[src/rtl/serload_pkg.sv]
package serload_pkg;
   // synchronized view of one serial line
   typedef struct packed {
      logic level;
      logic rise;
   } line_evt_t;
endpackage

[src/rtl/line_sync.sv]
module line_sync
   import serload_pkg::*;
#(
   parameter int STAGES = 2
) (
   input  logic      clk,
   input  logic      rst_n,
   input  logic      line_i,
   output line_evt_t evt_o
);
   logic [STAGES-1:0] chain;
   logic              last;

   genvar s;
   generate
      for (s = 0; s < STAGES; s++) begin : g_stage
         if (s == 0) begin : g_first
            always_ff @(posedge clk or negedge rst_n)
               if (!rst_n) chain[0] <= 1'b0;
               else        chain[0] <= line_i;
         end else begin : g_next
            always_ff @(posedge clk or negedge rst_n)
               if (!rst_n) chain[s] <= 1'b0;
               else        chain[s] <= chain[s-1];
         end
      end
   endgenerate

   always_ff @(posedge clk or negedge rst_n)
      if (!rst_n) last <= 1'b0;
      else        last <= chain[STAGES-1];

   always_comb begin
      evt_o.level = chain[STAGES-1];
      evt_o.rise  = chain[STAGES-1] & ~last;
   end
endmodule

[src/rtl/word_shifter.sv]
module word_shifter
   import serload_pkg::*;
#(
   parameter int DATA_W = 8,
   parameter int ADDR_W = 4
) (
   input  logic              clk,
   input  logic              rst_n,
   input  line_evt_t         sclk_i,
   input  line_evt_t         sdat_i,
   output logic              commit_o,
   output logic [ADDR_W-1:0] addr_o,
   output logic [DATA_W-1:0] data_o
);
   localparam int WORD_W = DATA_W + ADDR_W;
   localparam int CNT_W  = $clog2(WORD_W + 2);
   localparam logic [CNT_W-1:0] FULL = CNT_W'(WORD_W);
   localparam logic [CNT_W-1:0] OVER = CNT_W'(WORD_W + 1);

   logic [WORD_W-1:0] shreg;
   logic [CNT_W-1:0]  count;
   logic              take_bit;
   logic              xfer;

   always_comb begin
      take_bit = sclk_i.rise;
      // clock was already high before this data rise
      xfer     = sdat_i.rise & sclk_i.level & ~sclk_i.rise;
   end

   always_ff @(posedge clk or negedge rst_n)
      if (!rst_n) begin
         shreg    <= '0;
         count    <= '0;
         commit_o <= 1'b0;
         addr_o   <= '0;
         data_o   <= '0;
      end else begin
         commit_o <= 1'b0;
         if (xfer) begin
            count <= '0;
            if (count == FULL) begin
               commit_o <= 1'b1;
               data_o   <= shreg[DATA_W-1:0];
               addr_o   <= shreg[WORD_W-1:DATA_W];
            end
         end else if (take_bit) begin
            shreg <= {sdat_i.level, shreg[WORD_W-1:1]};
            if (count != OVER) count <= count + 1'b1;
         end
      end
endmodule

[src/rtl/reg_bank.sv]
module reg_bank #(
   parameter int DATA_W = 8,
   parameter int ADDR_W = 4
) (
   input  logic                             clk,
   input  logic                             rst_n,
   input  logic                             commit_i,
   input  logic [ADDR_W-1:0]                addr_i,
   input  logic [DATA_W-1:0]                data_i,
   output logic [(1<<ADDR_W)*DATA_W-1:0]    regs_o,
   output logic                             wr_stb_o,
   output logic [ADDR_W-1:0]                wr_addr_o,
   output logic [DATA_W-1:0]                wr_data_o
);
   localparam int NUM_REGS = 1 << ADDR_W;

   genvar i;
   generate
      for (i = 0; i < NUM_REGS; i++) begin : g_reg
         logic hit;
         always_comb hit = commit_i && (addr_i == ADDR_W'(i));
         always_ff @(posedge clk or negedge rst_n)
            if (!rst_n)   regs_o[i*DATA_W +: DATA_W] <= '0;
            else if (hit) regs_o[i*DATA_W +: DATA_W] <= data_i;
      end
   endgenerate

   always_ff @(posedge clk or negedge rst_n)
      if (!rst_n) begin
         wr_stb_o  <= 1'b0;
         wr_addr_o <= '0;
         wr_data_o <= '0;
      end else begin
         wr_stb_o <= commit_i;
         if (commit_i) begin
            wr_addr_o <= addr_i;
            wr_data_o <= data_i;
         end
      end
endmodule

[src/rtl/serial_reg_loader.sv]
module serial_reg_loader
   import serload_pkg::*;
#(
   parameter int DATA_W      = 8,
   parameter int ADDR_W      = 4,
   parameter int SYNC_STAGES = 2
) (
   input  logic                          clk,
   input  logic                          rst_n,
   input  logic                          ser_clk_i,
   input  logic                          ser_dat_i,
   output logic [(1<<ADDR_W)*DATA_W-1:0] regs_o,
   output logic                          wr_stb_o,
   output logic [ADDR_W-1:0]             wr_addr_o,
   output logic [DATA_W-1:0]             wr_data_o
);
   generate
      if (DATA_W < 1 || ADDR_W < 1 || ADDR_W > 8 || SYNC_STAGES < 2) begin : g_bad_cfg
         $error("serial_reg_loader: unsupported parameter set");
      end
   endgenerate

   line_evt_t         sclk_evt, sdat_evt;
   logic              commit;
   logic [ADDR_W-1:0] c_addr;
   logic [DATA_W-1:0] c_data;

   line_sync #(.STAGES(SYNC_STAGES)) u_sync_clk (
      .clk(clk), .rst_n(rst_n), .line_i(ser_clk_i), .evt_o(sclk_evt));
   line_sync #(.STAGES(SYNC_STAGES)) u_sync_dat (
      .clk(clk), .rst_n(rst_n), .line_i(ser_dat_i), .evt_o(sdat_evt));

   word_shifter #(.DATA_W(DATA_W), .ADDR_W(ADDR_W)) u_shift (
      .clk(clk), .rst_n(rst_n), .sclk_i(sclk_evt), .sdat_i(sdat_evt),
      .commit_o(commit), .addr_o(c_addr), .data_o(c_data));

   reg_bank #(.DATA_W(DATA_W), .ADDR_W(ADDR_W)) u_bank (
      .clk(clk), .rst_n(rst_n), .commit_i(commit), .addr_i(c_addr),
      .data_i(c_data), .regs_o(regs_o), .wr_stb_o(wr_stb_o),
      .wr_addr_o(wr_addr_o), .wr_data_o(wr_data_o));
endmodule

[config.mk]
export PLATFORM = sky130hd
export DESIGN_NAME = serial_reg_loader
export DESIGN_NICKNAME = d
export VERILOG_FILES = /design/src/rtl/serload_pkg.sv /design/src/rtl/line_sync.sv /design/src/rtl/word_shifter.sv /design/src/rtl/reg_bank.sv /design/src/rtl/serial_reg_loader.sv
export SDC_FILE = /design/constraint.sdc
export NUM_CORES = 1
export LEC_CHECK = 0
export BUFFER_PORTS_ARGS = -buffer_cell sky130_fd_sc_hd__buf_2
export CAP_MARGIN = 30
export CORE_MARGIN = 3
export CORE_UTILIZATION = 40
export DETAILED_ROUTE_END_ITERATION = 7
export HOLD_SLACK_MARGIN = 0.08
export PLACE_DENSITY_LB_ADDON = 0.1
export SLEW_MARGIN = 10
export SYNTH_ARGS = -nofsm -noshare
export SYNTH_HDL_FRONTEND = slang
export SYNTH_SLANG_ARGS = --single-unit
[constraint.sdc]
create_clock -name clk -period 4.15 [get_ports clk]
set_input_delay 0.415 -clock clk [delete_from_list [all_inputs] [get_ports clk]]
set_output_delay 0.415 -clock clk [all_outputs]
set_load 0.005 [all_outputs]
## Word level (Yosys, flattened, before mapping)

Index checks and enable logic that the tools add are counted.

- Add/subtract/negate cells: 1
- Eq/ne operators: 17
- Mux-type cells: 5
- Bitwise gates (word level): 8
- Reductions and logical operators: 22

Operator list:

| operator | number |
|---|---|
| $eq 4x4->1 const B | 9 |
| $eq 4x3->1 const B | 4 |
| $logic_and 1x1->1 | 16 |
| $mux 4 | 3 |
| $eq 4x2->1 const B | 2 |
| $reduce_and 2->1 | 3 |
| $add 4x1->4 const B | 1 |
| $and 1x1->1 | 4 |
| $eq 4x1->1 const B | 1 |
| $logic_not 4->1 | 1 |
| $ne 4x4->1 const B | 1 |
| $not 1->1 | 4 |
| $reduce_bool 2->1 | 2 |
| $mux 1 | 2 |

- Flip-flop bits (word level): 176
- Input port bits: 4
- Output and inout bits: 141
- Logic and storage cells: 83

## Logic depth before layout (Yosys ltp)

- Depth after elaboration: 6
- Gate-level depth with buffers: 6
- Depth with buffers taken out: 5

## Cells and area by module

A second synthesis with hierarchy kept.

- Cell total of the unflattened synthesis: 409
- Area total of the unflattened synthesis: 6,705.2 um^2

Modules (own cells, without submodules):

| module | instances | cells each | area each (um^2) | seq. area each (um^2) |
|---|---|---|---|---|
| reg_bank | 1 | 321 | 5,323.9 | 3,528.4 |
| word_shifter | 1 | 78 | 1,188.6 | 725.7 |
| line_sync | 2 | 5 | 96.3 | 75.1 |

## Worst setup path after synthesis

OpenSTA, ideal clock, no wires.

- Path type: reg2reg
- Start: reg u_shift.count[0]
- End: reg u_shift.addr_o[3]
- Setup time: 0.125 ns
- Arrival time: 1.466 ns
- Required time: 4.025 ns
- Slack: 2.560 ns
- Stages on the path, launching flop included: 7
- Path buffers: 1
- Period minus slack after synthesis: 1.590 ns
- Path through: dfrtp_1 inv_1 ha_1 nand3_1 nor2_1 buf_2 mux2_2

- Longest elaborated chain between the ends: 2

Ends and longest elaborated chain:

| what | RTL line | source |
|---|---|---|
| from (decl) | word_shifter.sv:21 | `logic [CNT_W-1:0] count;` |
| from (signal assigned) | word_shifter.sv:49 | `if (count != OVER) count <= count + 1'b1;` |
| $eq 4x4->1 | word_shifter.sv:42 | `if (count == FULL) begin` |
| $reduce_and 2->1 (no source line) | - |  |
| to (signal assigned) | word_shifter.sv:45 | `addr_o <= shreg[WORD_W-1:DATA_W];` |
| to (decl) | word_shifter.sv:12 | `output logic [ADDR_W-1:0] addr_o,` |

No other way between the ends.
A chain may end at the register's enable or synchronous reset.

## Final worst setup path

- Start: reg u_shift.commit_o
- End: reg u_bank.regs_o[26]

- Longest elaborated chain between the ends: 1

Ends and longest elaborated chain:

| what | RTL line | source |
|---|---|---|
| from (decl) | word_shifter.sv:11 | `output logic commit_o,` |
| from (signal assigned) | word_shifter.sv:35 | `commit_o <= 1'b0;` |
| from (signal assigned) | word_shifter.sv:39 | `commit_o <= 1'b0;` |
| from (signal assigned) | word_shifter.sv:43 | `commit_o <= 1'b1;` |
| $logic_and 1x1->1 | reg_bank.sv:21 | `always_comb hit = commit_i && (addr_i == ADDR_W'(i));` |
| to (signal, indexed assignment) | reg_bank.sv:24 | `else if (hit) regs_o[i*DATA_W +: DATA_W] <= data_i;` |
| to (decl) | reg_bank.sv:10 | `output logic [(1<<ADDR_W)*DATA_W-1:0] regs_o,` |

No other way between the ends.

==> metrics.txt <==
status completed; GRT Residual Overflow 0; worst vdd ir 0.0003068 V; Final Instance Area 8381 um^2; #FFs+latches synth 176; RSZ-0062 raised after global routing no; Post-DP HPWL 10.06 mm; WP data required 4.45 ns; Worst-Skew Late Latency 0.42 ns; Total Neg Setup Slack 0 ns; root buf cell clkbuf_16; DR pass1 iterations 4; IO Port Bufs 144; worst clock skew 0.008118 ns; Top Ports 145; Post-Route WL 15.01 mm; nets 588; Setup Viol. Count Final 0; CP Max Fanout 17; clock slew at reported path FFs 0.06 ns; Yosys top cell area share 65.78%; DRT iter0 DRCs 182; Gate power share 3.6%; met3 WL 630 um; Post-synth EDFFs 0; final hold vios 0; area delta synth->final 25.17%; CP Class register to register; Netlist Area Pre-Place 6695 um^2; Place WS 1.819 ns; Yosys cell types 29; share of layout cells above drive strength 1 57.58%; Seq/Total Area, Yosys 65.78%; clk buf depth 2; first-pass GRT wire length 23.40 mm; syn_nets 437; top sig layer met4; antenna violations before repair 0; post-layout util 52.00%; average cell area after synthesis 15.57 um^2; row cnt 46; worst hold path class register to register; Mapped Cells 430; Routed Antenna Nets 0; Max Clk Rate 435.4 MHz; Starting Density 41.55%; most common cell in the synthesized netlist dfrtp_1; Async SR Flop Fraction 100.0%; critical path's slowest cell dfrtp_1; H-tree depth 4; largest net degree at the start of global routing 63; ys flop type dfrtp_1; Crit path arrival time 2.60 ns; leakage 4.687 nW; Core Box Area 16,120 um^2; Tightest Pin Transition 0.9028 ns; Area contributors post-synth dfrtp_1, mux2_2, nand2_1; Non-Filler Instances 810; Via density 4.936; clock power share 48.1%; WL met1 6.783 mm; CTS Sinks 176; Max Cap Violations 0; Placed Instances 775; TritonCTS clock tree yes; PwrDens 451.1 nW/um^2; Sw Share 20.77%; Antenna diodes 0; Worst Setup End Kind register; Synth top cells by count dfrtp_1, mux2_2, nand2_1; YS warnings 0; worst-path cell chain nor3b_2 > nor2b_1 > mux2_2; Chip Width 135.4 um; total track usage 16.78%; Wirelength per Cell 18.53 um; DRC violations left 0; area leader, netlist dfrtp_1; buffer count from post-CTS setup fixing 0; hold slack 0.3487 ns; fillers 1,434; Int Power 2.995 mW; routability-driven placement congestion ratio 0.7333; DIE HEIGHT 135.4 um; Max Slew Vio Count 0; net switching power 785.2 uW; Final period util 55.34%; CP peak stage delay 0.77 ns; min cycle time layout 2.297 ns; metal2 WL 7.326 mm; crit path launch type register; placed inst area 7671 um^2; DIE AREA 18,330 um^2; slack of the critical path 1.853 ns; total CTS buffers 17; Final Power 3.781 mW; vias in the first global route 4,029; routed vias 3,998; Max transition margin 39.81%; Seq pwr share 48.3%; CTS resizes 0
## flip-flops by register name, summed over array words and instances, names as in the netlist
signal,count
u_bank.regs_o,128
u_shift.shreg,12
u_bank.wr_data_o,8
u_shift.data_o,8
u_bank.wr_addr_o,4
u_shift.addr_o,4
u_shift.count,4
u_bank.wr_stb_o,1
u_shift.commit_o,1
u_sync_clk.chain,1
u_sync_clk.evt_o,1
u_sync_clk.last,1
u_sync_dat.chain,1
u_sync_dat.evt_o,1
u_sync_dat.last,1
## worst max-delay path: cells and delay by family (launching register included)
kind             cells  cell delay [ns]
and+or+nand+nor      2             1.00
muxes                1             0.41
DFF                  1             0.77
## power by group through the flow
stage	clock network, mW	logic [mW]	registers, mW
6_report	1.82	0.135	1.83
3_3_place_gp	0	0.127	1.85
3_5_place_dp	0	0.137	1.86
5_1_grt	1.92	0.159	1.84
4_1_cts	1.85	0.140	1.83
2_1_floorplan	0	0.0830	1.84
## repair_timing
item	in CTS	in global routing
hold buffers	3	0
endpoints found under the hold margin	56	0
endpoints found under the setup margin	0	0
## area by class of cell
class,count,area [um^2],area share (%)
Clock buffer,22,474.2,5.658
Clock inverter,10,205.2,2.448
Inverter,2,7.507,0.08958
Multi-Input combinational cell,233,2200,26.25
Sequential cell,176,4404,52.55
Tap cell,216,270.3,3.225
Timing Repair Buffer,151,819.5,9.779
## final timing paths
| check | startpoint | end | slack [ns] | cells after the start |
|---|---|---|---|---|
| setup / recovery | u_shift.commit_o$_DFF_PN0_ | u_bank.regs_o[26]$_DFFE_PN0P_ | 1.85 | 3 |
| max in group asynchronous | rst_n | u_bank.regs_o[87]$_DFFE_PN0P_ | 2.61 | 4 |
| hold reg to reg | u_sync_clk.chain[0]$_DFF_PN0_ | u_sync_clk.evt_o[1]$_DFF_PN0_ | 0.35 | 0 |
| min in group asynchronous | rst_n | u_bank.regs_o[33]$_DFFE_PN0P_ | 0.51 | 2 |
| hold / removal | u_sync_clk.chain[0]$_DFF_PN0_ | u_sync_clk.evt_o[1]$_DFF_PN0_ | 0.35 | 0 |
| setup reg to reg | u_shift.commit_o$_DFF_PN0_ | u_bank.regs_o[26]$_DFFE_PN0P_ | 1.85 | 3 |
## cell usage in the layout, fill, tap and decap left out, types with 6 or more instances in the layout
cell,count
nor2_2,9
buf_2,143
dfrtp_1,176
mux2_4,8
mux2_2,145
clkbuf_16,17
nand2_1,39
nand2b_1,7
bufinv_16,6
## metal layers
metal	track usage (%)	up-vias
li1	-	1802
met1	22.30	2081
met2	27.16	93
met3	3.752	22
met4	6.159	0
met5	0	-
## logic make-up after synthesis
family,share of synthesized area [%]
AO/OA/AOI/OAI,0.6542
adder cells (fa/ha/maj),0.5607
buffers and inverters,1.364
flip-flops,65.78
multiplexers,26.33
AND/OR/NAND/NOR,5.307
(Power assumes the default switching activity.)
